===== src/rtl/nram_addr_gen.sv =====
module nram_addr_gen #(
  parameter int NW        = 4,
  parameter int NBANKS    = 10,
  parameter int BANK0_TOP = 8'hF3
) (
  input  logic            clk,
  input  logic            rst_n,
  input  logic            bank_wr,
  input  logic [NW-1:0]   bank_din,
  input  logic            ptr_wr,
  input  logic [NW-1:0]   h_din,
  input  logic [NW-1:0]   l_din,
  input  logic            ptr_inc,
  input  logic [1:0]      mode,
  input  logic [2*NW-1:0] operand,
  input  logic            mem_we,
  input  logic [NW-1:0]   ram_rdata,
  output logic [3*NW-1:0] addr,
  output logic            addr_ok,
  output logic            ram_we,
  output logic [NW-1:0]   rdata,
  output logic [NW-1:0]   h_q,
  output logic [NW-1:0]   l_q
);
  localparam int OW = 2*NW;
  localparam logic [1:0] M_IND = 2'b00, M_DIR = 2'b01, M_ZP = 2'b10;

  logic [NW-1:0] bank_q;
  logic [NW-1:0] eff_bank;
  logic [OW-1:0] offs;
  logic          short_hole;

  always_ff @(posedge clk or negedge rst_n) begin
    if (!rst_n) begin
      bank_q <= '0;
      h_q    <= '0;
      l_q    <= '0;
    end else begin
      if (bank_wr) bank_q <= bank_din;
      if (ptr_wr) begin
        h_q <= h_din;
        l_q <= l_din;
      end else if (ptr_inc) begin
        {h_q, l_q} <= {h_q, l_q} + 1'b1;
      end
    end
  end

  assign eff_bank = (int'(bank_q) < NBANKS) ? bank_q : '0;
  assign offs     = (mode == M_IND) ? {h_q, l_q} : operand;

  always_comb begin
    case (mode)
      M_IND, M_DIR: addr = {eff_bank, offs};
      M_ZP:         addr = {{(OW){1'b0}}, operand[NW-1:0]};
      default:      addr = '0;
    endcase
  end

  assign short_hole = (eff_bank == '0) && (int'(offs) > BANK0_TOP);
  assign addr_ok    = (mode == M_ZP) || ((mode != 2'b11) && !short_hole);
  assign ram_we     = mem_we & addr_ok;
  assign rdata      = addr_ok ? ram_rdata : '0;

  p_reset_r1: assert property (@(posedge clk)
    $rose(rst_n) |-> (h_q == '0 && l_q == '0));

  p_zp_low_r4: assert property (@(posedge clk) disable iff (!rst_n)
    mode == M_ZP |-> (addr[3*NW-1:NW] == '0 && addr_ok));

  p_alias_r5: assert property (@(posedge clk) disable iff (!rst_n)
    (mode != M_ZP && int'(addr[3*NW-1:OW]) >= NBANKS) |-> 1'b0);

  p_hole_r6: assert property (@(posedge clk) disable iff (!rst_n)
    (mode != M_ZP && addr[3*NW-1:OW] == '0 && int'(addr[OW-1:0]) > BANK0_TOP) |-> !addr_ok);

  p_gate_r7: assert property (@(posedge clk) disable iff (!rst_n)
    !addr_ok |-> (!ram_we && rdata == '0));

  p_inc_r8: assert property (@(posedge clk) disable iff (!rst_n)
    (ptr_inc && !ptr_wr) |=> ({h_q, l_q} == $past({h_q, l_q}) + 1'b1));

  p_load_r9: assert property (@(posedge clk) disable iff (!rst_n)
    ptr_wr |=> (h_q == $past(h_din) && l_q == $past(l_din)));

  p_resv_r10: assert property (@(posedge clk) disable iff (!rst_n)
    mode == 2'b11 |-> (addr == '0 && !addr_ok));
endmodule


===== config.mk =====
export PLATFORM = sky130hd
export DESIGN_NAME = nram_addr_gen
export DESIGN_NICKNAME = d
export VERILOG_FILES = /design/src/rtl/nram_addr_gen.sv
export SDC_FILE = /design/constraint.sdc
export NUM_CORES = 1
export LEC_CHECK = 0
export ABC_CLOCK_PERIOD_IN_PS = 1900
export BUFFER_PORTS_ARGS = -buffer_cell sky130_fd_sc_hd__buf_2
export CORE_UTILIZATION = 43
export CTS_BUF_LIST = sky130_fd_sc_hd__clkbuf_8
export DETAILED_ROUTE_END_ITERATION = 8
export PLACE_DENSITY = 0.78
export SLEW_MARGIN = 20
export SYNTH_ARGS = -nofsm -noshare
export SYNTH_HDL_FRONTEND = slang
export SYNTH_SLANG_ARGS = --single-unit

===== constraint.sdc =====
create_clock -name clk -period 1.9 [get_ports clk]
set_input_delay 0.38 -clock clk [delete_from_list [all_inputs] [get_ports clk]]
set_output_delay 0.38 -clock clk [all_outputs]
set_load 0.01 [all_outputs]

## Word-level counts from Yosys, hierarchy flattened

Index checks and enable logic that the tools add are counted.

- Logic and storage cells: 26
- Register bits: 12
- Bits of input ports: 32

- Multiplexer cells: 8
- Bitwise gates (word level): 1
- Add/subtract/negate cells: 1
- $lt $le $gt $ge: 2
- Reductions and logical operators: 8
- Equality and inequality tests: 3

Operator list:

| cell | count |
|---|---|
| $mux W4 | 6 |
| $pmux W12 S2 | 1 |
| $add A8 B1 Y8 const B | 1 |
| $gt A8 B8 Y1 const B | 1 |
| $mux W8 | 1 |
| $logic_not A4 Y1 | 1 |
| $lt A4 B4 Y1 const B | 1 |
| $eq A2 B1 Y1 const B | 1 |
| $eq A2 B2 Y1 const B | 1 |
| $logic_and A1 B1 Y1 | 2 |
| $logic_not A2 Y1 | 1 |
| $ne A2 B2 Y1 const B | 1 |
| $reduce_bool A2 Y1 | 1 |
| $reduce_or A2 Y1 | 1 |
| $and A1 B1 Y1 | 1 |
| $logic_not A1 Y1 | 1 |
| $logic_or A1 B1 Y1 | 1 |

## Depth between registers and ports, before layout

Gate-level depths: netlist (run 1).

- Depth in word-level cells: 8
- Depth in mapped cells: 4
- Mapped depth without buffers: 4

## Worst setup path after synthesis (run 1)

Ideal clock, no wire load.

- Kind: reg2out
- Start: reg bank_q[3]
- End: out ram_we
- Setup slack: 0.232 ns
- Arrival time: 1.288 ns
- Buffers on the path: 0
- Stages on the path, launching flop included: 4
- Required time: 1.520 ns
- Path through: dfrtp_1 > or4_4 > a22oi_2 > a21oi_1

- Longest elaborated chain between the ends: 8

Ends and longest elaborated chain:

| what | line | text |
|---|---|---|
| from (decl) | 28 | `logic [NW-1:0] bank_q;` |
| from (signal assigned) | 39 | `if (bank_wr) bank_q <= bank_din;` |
| $lt A4 B4 Y1 | 49 | `assign eff_bank = (int'(bank_q) < NBANKS) ? bank_q : '0;` |
| $mux W4 (*) | 49 |  |
| $logic_not A4 Y1 (*) | 60 | `assign short_hole = (eff_bank == '0) && (int'(offs) > BANK0_TOP);` |
| $logic_and A1 B1 Y1 (*) | 60 |  |
| $logic_not A1 Y1 (*) | 61 | `assign addr_ok = (mode == M_ZP) \|\| ((mode != 2'b11) && !short_hole);` |
| $logic_and A1 B1 Y1 (*) | 61 |  |
| $logic_or A1 B1 Y1 (*) | 61 |  |
| $and A1 B1 Y1 (*) | 62 | `assign ram_we = mem_we & addr_ok;` |
| to (decl) | 20 | `output logic ram_we,` |

Mark *: on every way between the ends. The rest lies on a longest branch, timed or not.

## Worst setup path in the final report (run 1)

- Start: reg bank_q[3]
- End: out rdata[3]

- Longest elaborated chain between the ends: 8

Ends and longest elaborated chain:

| what | line | text |
|---|---|---|
| $lt A4 B4 Y1 | 49 |  |
| $mux W4 (*) | 49 |  |
| $logic_not A4 Y1 (*) | 60 |  |
| $logic_and A1 B1 Y1 (*) | 60 |  |
| $logic_not A1 Y1 (*) | 61 |  |
| $logic_and A1 B1 Y1 (*) | 61 |  |
| $logic_or A1 B1 Y1 (*) | 61 |  |
| $mux W4 (*) | 63 | `assign rdata = addr_ok ? ram_rdata : '0;` |
| to (decl) | 21 | `output logic [NW-1:0] rdata,` |

Marks and branches as above.

==> results of run 1 <==
[state kept, by name, indices dropped and copies added (netlist names)]
signal / cells
h_q: 4
l_q: 4
bank_q: 4
[path summary, 6_finish.rpt]
check | to | slack (ns) | cells past startpoint
setup / recovery | rdata[3] | -0.15 | 4
max in group asynchronous | l_q[3] | 1.68 | 1
hold / removal | h_q[2] | 0.01 | 1
hold reg to reg | bank_q[0] | 0.56 | 1
min in group clk | l_q[2] | 0.35 | 3
setup reg to reg | h_q[2] | 0.45 | 4
[cell families after synthesis]
group                      share of synthesized area, %
buffers and inverters                              2.99
xor gates and xnor gates                           4.99
and+or+nand+nor                                    24.1
muxes                                              14.2
AOI/OAI and AO/OA                                  18.1
DFF                                                34.2
adders and majority gates                          1.42
[power by group]
group	internal, mW	switching, mW	total [mW]
Combinational	0.128	0.134	0.261
Sequential	0.283	0.0373	0.321
Clock	0.183	0.0890	0.272
Total	0.594	0.260	0.854
[what timing repair did]
item,4_1_cts,5_1_grt
setup buffers,1,1
pin swaps,5,3
endpoints found under the setup margin,6,6
gates resized for setup,0,0
hold endpoints to repair,0,0
[metrics by stage]
step / setup TNS (ns) / setup WS, ns
after global placement: 0 / 0.141
after detailed placement: 0 / 0.0837
after CTS: -0.943 / -0.167
after floorplan: 0 / 0.232
final: -0.860 / -0.148
after global routing: -1.18 / -0.203
[area by class of cell]
cell class                 count  share of cell area (%)
multi-input combinational     83                    43.2
clock buffer                   4                    4.31
inverter                       2                   0.588
tap                           25                    2.45
timing repair buffer          63                    25.9
sequential                    12                    23.5
[routing by layer]
metal	up-vias	track usage [%]	wire (um)
met3	7	3.46	182
met2	52	39.4	1170
met5	-	0	0
li1	493	-	-
met4	0	10.9	42
met1	449	24.8	1010
[synth_stat cells, types with 2 or more instances]
master | number | share of area [%]
mux2i_1 | 8 | 9.1
o21ai_0 | 10 | 5.7
xnor2_1 | 2 | 2.0
inv_1 | 2 | 0.86
mux2_2 | 4 | 5.1
buf_2 | 3 | 1.7
nand3_1 | 2 | 1.1
nand2_1 | 18 | 7.7
dfrtp_1 | 12 | 34
nand4_1 | 2 | 1.4
nor2_1 | 7 | 3.0
nor3b_1 | 2 | 1.7
a21oi_1 | 5 | 2.8
xor2_1 | 3 | 3.0
==> flow_summary_export.csv, run 1 <==
group,metric,value,unit
run_status,violations,"negative setup slack",
timing,min_period_over_period,108,%
yosys,synth-main-ff-cell,"dfrtp_1",
die,die_h,47.2,um
die,dieWidth,47.2,um
finish,final_cell_mix,"57 x buf_2, 18 x nand2_1, 12 x dfrtp_1, 10 x o21ai_0, 8 x mux2i_1",
setup_path,startpoint_type,"register",
cts,cts_max_path_buffers,2,
power_and_ir_drop,max-vdd-ir-drop,456,uV
yosys,ys_ff_latch,12,
global_route,antenna_found_initial,0,
timing,max_freq,488,MHz
power_and_ir_drop,power.leakage,0.665,nW
route,drtAntennaViolNets,0,
cts,cts_tree,"built",
global_route,grt_pass1_wl,3450,um
setup_path,critical_path.top_delay_family,"simple AND/OR/NAND/NOR gates",
yosys,syn_avg_cell_area,8.70,um2
yosys,synth_area,878,um2
yosys,async_flop_share,100,%
finish,fin_nets,198,
timing,whs,0.00957,ns
finish,final_util,70.1,%
setup_path,worstSetupPathType,"reg -> out",
timing,rsz0062_at_grt,"true",
die,fp-row-count,15,
timing,finClkSkew,0.00428,ns
die,io_pins,58,
route,wl_per_cell,12.7,um
route,vias,1001,
cts,cts.sinks,12,
placement,dpl.hpwl,1790,um
placement,gp_congestion,0.800,
die,start_util,48.2,%
setup_path,critPathMaxStageDelay,0.53,ns
finish,fin_area,1280,um2
cts,numCtsBuffers,3,
global_route,track_usage,21.9,%
cts,insertion_delay,0.24,ns
setup_path,worstSetupStartpoint,"bank_q[3]",
timing,tightest_slew,0.291,ns
finish,stdcell_count,189,
finish,final_layout_size_suffix_gt1_share,45.7,%
route,via_per_inst,5.30,
timing,hold_violations,0,
timing,relSlewSlack,80.4,%
run_status,status,"finished with violations",
run,drv_cap,0,
power_and_ir_drop,power_density,669,nW/um2
worst_hold_path,hold_class,"in -> async",
global_route,grt_pass1_vias,875,
setup_path,worstPathRequired,1.52,ns
setup_path,r2r_start,"l_q[0]",
placement,dpl.cell_count,183,
timing,fin_ws,-0.148,ns
cts,ctsHtreeMaxLevel,1,
finish,ff_latch_area,300,um2
setup_path,worst-path-buf-inv,1,
yosys,synthCells,101,
placement,numPortBuffers,57,
timing,finalCriticalPeriod,2.05,ns
global_route,grt_start_max_net_pins,16,
yosys,synth_edf_count,0,
power_and_ir_drop,power,0.854,mW
finish,nFillCells,154,
route,firstDrtPassIters,4,
setup_path,critical_path.max_fanout,6,
die,fp.dieArea,2230,um2
yosys,synth_seq_area_share,34.2,%
setup_path,cp_cell_sequence,"or4_4 -> a22oi_2 -> a21oi_1 -> buf_2",
yosys,syn-num-nets,134,
die,design.core.area,1820,um2
cts,cts_hold_buf,0,
global_route,grt-ovfl-total,0,
timing,slew_violations,0,
setup_path,endpoint_kind,"output pin",
finish,layout_commonest_cell,"buf_2",
setup_path,cp_slowest_cell,"or4_4",
yosys,yosysWarnings,0,
placement,place_area,1210,um2
finish,multi_input_area,552,um2
finish,diodes,0,
cts,cts_root_buf,"clkbuf_8",
yosys,netlist-cell-type-count,35,
route,drt_iter0_markers,17,
route,drc,0,
cts,clkTransAtPathRegs,0.05,ns
route,routed_wirelength,2410,um
finish,area_growth,45.3,%
timing,setup_viol,6,
setup_path,critPathArrivalTime,1.67,ns
Note: power is estimated with default switching activity, not from simulation.
==> run 2: changes to the inputs <==
--- a/config.mk
+++ b/config.mk
@@ -7,10 +7,11 @@
 export LEC_CHECK = 0
 export ABC_CLOCK_PERIOD_IN_PS = 1900
 export BUFFER_PORTS_ARGS = -buffer_cell sky130_fd_sc_hd__buf_2
-export CORE_UTILIZATION = 43
+export CORE_ASPECT_RATIO = 1.75
+export CORE_UTILIZATION = 35
 export CTS_BUF_LIST = sky130_fd_sc_hd__clkbuf_8
 export DETAILED_ROUTE_END_ITERATION = 8
-export PLACE_DENSITY = 0.78
+export PLACE_DENSITY = 0.65
 export SLEW_MARGIN = 20
 export SYNTH_ARGS = -nofsm -noshare
 export SYNTH_HDL_FRONTEND = slang
==> flow_summary_export.csv, run 2 (synthesis results as in run 1) <==
group,metric,value,unit
run_status,status,"finished with violations",
run_status,violations,"negative setup slack",
setup_path,r2r_start,"l_q[0]",
setup_path,worstSetupPathType,"reg -> out",
timing,relSlewSlack,80.2,%
timing,finClkSkew,0.00308,ns
cts,cts_max_path_buffers,2,
timing,rsz0062_at_grt,"true",
power_and_ir_drop,p_int,0.595,mW
die,fp-row-count,23,
setup_path,critical_path.max_fanout,6,
global_route,grt-ovfl-total,0,
setup_path,r2r_end,"h_q[2]",
global_route,grt_pass1_wl,3620,um
timing,min_period_over_period,106,%
route,firstDrtPassIters,4,
power_and_ir_drop,p_comb_share,30.2,%
power_and_ir_drop,pwr-share-clk,31.8,%
finish,final_util,55.1,%
placement,dpl.hpwl,1790,um
finish,final_layout_size_suffix_gt1_share,46.1,%
die,die_h,68.3,um
timing,tightest_slew,0.294,ns
finish,area_growth,46.2,%
route,via_per_inst,5.24,
power_and_ir_drop,swShare,29.6,%
finish,layout_commonest_cell,"buf_2",
timing,max_freq,497,MHz
setup_path,startpoint_type,"register",
route,drtAntennaViolNets,0,
global_route,antenna_found_initial,0,
setup_path,r2r_slack,0.53,ns
power_and_ir_drop,power.leakage,0.669,nW
power_and_ir_drop,p_sw,0.250,mW
power_and_ir_drop,power,0.845,mW
setup_path,worstRegToRegCells,4,
timing,setup_viol,6,
timing,hold_violations,0,
cts,insertion_delay,0.24,ns
finish,diodes,0,
power_and_ir_drop,max-vdd-ir-drop,496,uV
route,drc,0,
finish,final_cell_mix,"57 x buf_2, 18 x nand2_1, 12 x dfrtp_1, 10 x o21ai_0, 8 x mux2i_1",
setup_path,critical_path.top_delay_family,"simple AND/OR/NAND/NOR gates",
die,start_util,37.7,%
timing,fin_ws,-0.113,ns
route,routed_wirelength,2230,um
die,dieWidth,39.9,um
setup_path,worst-path-buf-inv,1,
cts,clkTransAtPathRegs,0.05,ns
finish,nFillCells,231,
run,drv_cap,0,
cts,cts_root_buf,"clkbuf_8",
timing,setup_tns,-0.658,ns
route,vias,995,
setup_path,cp_cell_sequence,"or4_4 -> a22oi_2 -> a21oi_1 -> buf_2",
placement,gp_congestion,0.709,
die,design.core.area,2330,um2
global_route,track_usage,18.8,%
setup_path,endpoint_kind,"output pin",
finish,reg_top3,"bank_q (4), h_q (4), l_q (4)",
setup_path,critPathArrivalTime,1.63,ns
route,drt_iter0_markers,23,
setup_path,worstPathRequired,1.52,ns
worst_hold_path,hold_class,"in -> async",
timing,slew_violations,0,
setup_path,critPathMaxStageDelay,0.53,ns
die,io_pins,58,
cts,cts_tree,"built",
setup_path,cp_slowest_cell,"or4_4",
cts,ctsHtreeMaxLevel,1,
placement,numPortBuffers,57,
global_route,grt_start_max_net_pins,16,
cts,numCtsBuffers,3,
timing,finalCriticalPeriod,2.01,ns
die,fp.dieArea,2720,um2
route,wl_per_cell,11.7,um
cts,cts_hold_buf,0,
finish,fin_nets,199,
power_and_ir_drop,power.share.sequential,37.9,%
cts,cts.sinks,12,
power_and_ir_drop,power_density,658,nW/um2
global_route,grt_pass1_vias,898,
run 2: area by class of cell:
cell class / instances / area [um2] / area share (%)
tap: 25 / 31.3 / 2.44
timing repair buffer: 64 / 338 / 26.3
multi-input combinational: 83 / 552 / 43.0
sequential: 12 / 300 / 23.4
inverter: 2 / 7.51 / 0.585
clock buffer: 4 / 55.1 / 4.29
run 2: worst max path at each step:
stage / slack [ns] / depth (start not counted) / startpoint / to
floorplan: 0.23 / 3 / bank_q[3] / ram_we
global placement: 0.14 / 4 / bank_q[2] / rdata[3]
detailed placement: 0.1 / 4 / bank_q[2] / rdata[3]
CTS: -0.15 / 4 / bank_q[3] / rdata[3]
global route: -0.23 / 4 / bank_q[3] / rdata[1]
finish: -0.11 / 4 / bank_q[3] / rdata[3]
run 2: power by group through the flow:
| stage | Sequential, mW | Combinational, mW | Clock (mW) |
|---|---|---|---|
| 6_report | 0.321 | 0.256 | 0.269 |
| 5_1_grt | 0.326 | 0.289 | 0.294 |
| 4_1_cts | 0.321 | 0.256 | 0.279 |
| 3_5_place_dp | 0.328 | 0.242 | 0 |
| 2_1_floorplan | 0.328 | 0.125 | 0 |
| 3_3_place_gp | 0.325 | 0.238 | 0 |
run 2: routing by layer:
layer	vias to the layer above	global-route usage (%)	part of all wire, %
met3	5	1.95	6.0
met1	450	20.5	39
met5	-	0	0
met4	0	7.76	1.6
met2	40	34.3	53
li1	500	-	-
run 2: through the flow:
stage | cells | setup WS (ns) | area [um2] | hold slack, ns
after global routing | 190 | -0.225 | 1280 | 0.0236
final | 190 | -0.113 | 1280 | 0.00363
after CTS | 189 | -0.153 | 1280 | 0.0101
after global placement | 182 | 0.139 | 1200 | 0.275
after floorplan | 101 | 0.232 | 878 | 0.0844
after detailed placement | 182 | 0.0990 | 1200 | 0.267
run 2: repair_timing:
item                                    in CTS  in global routing
buffers inserted                             3                  1
gates resized for setup                      0                  0
pin swaps                                    5                  1
endpoints found under the setup margin       6                  6
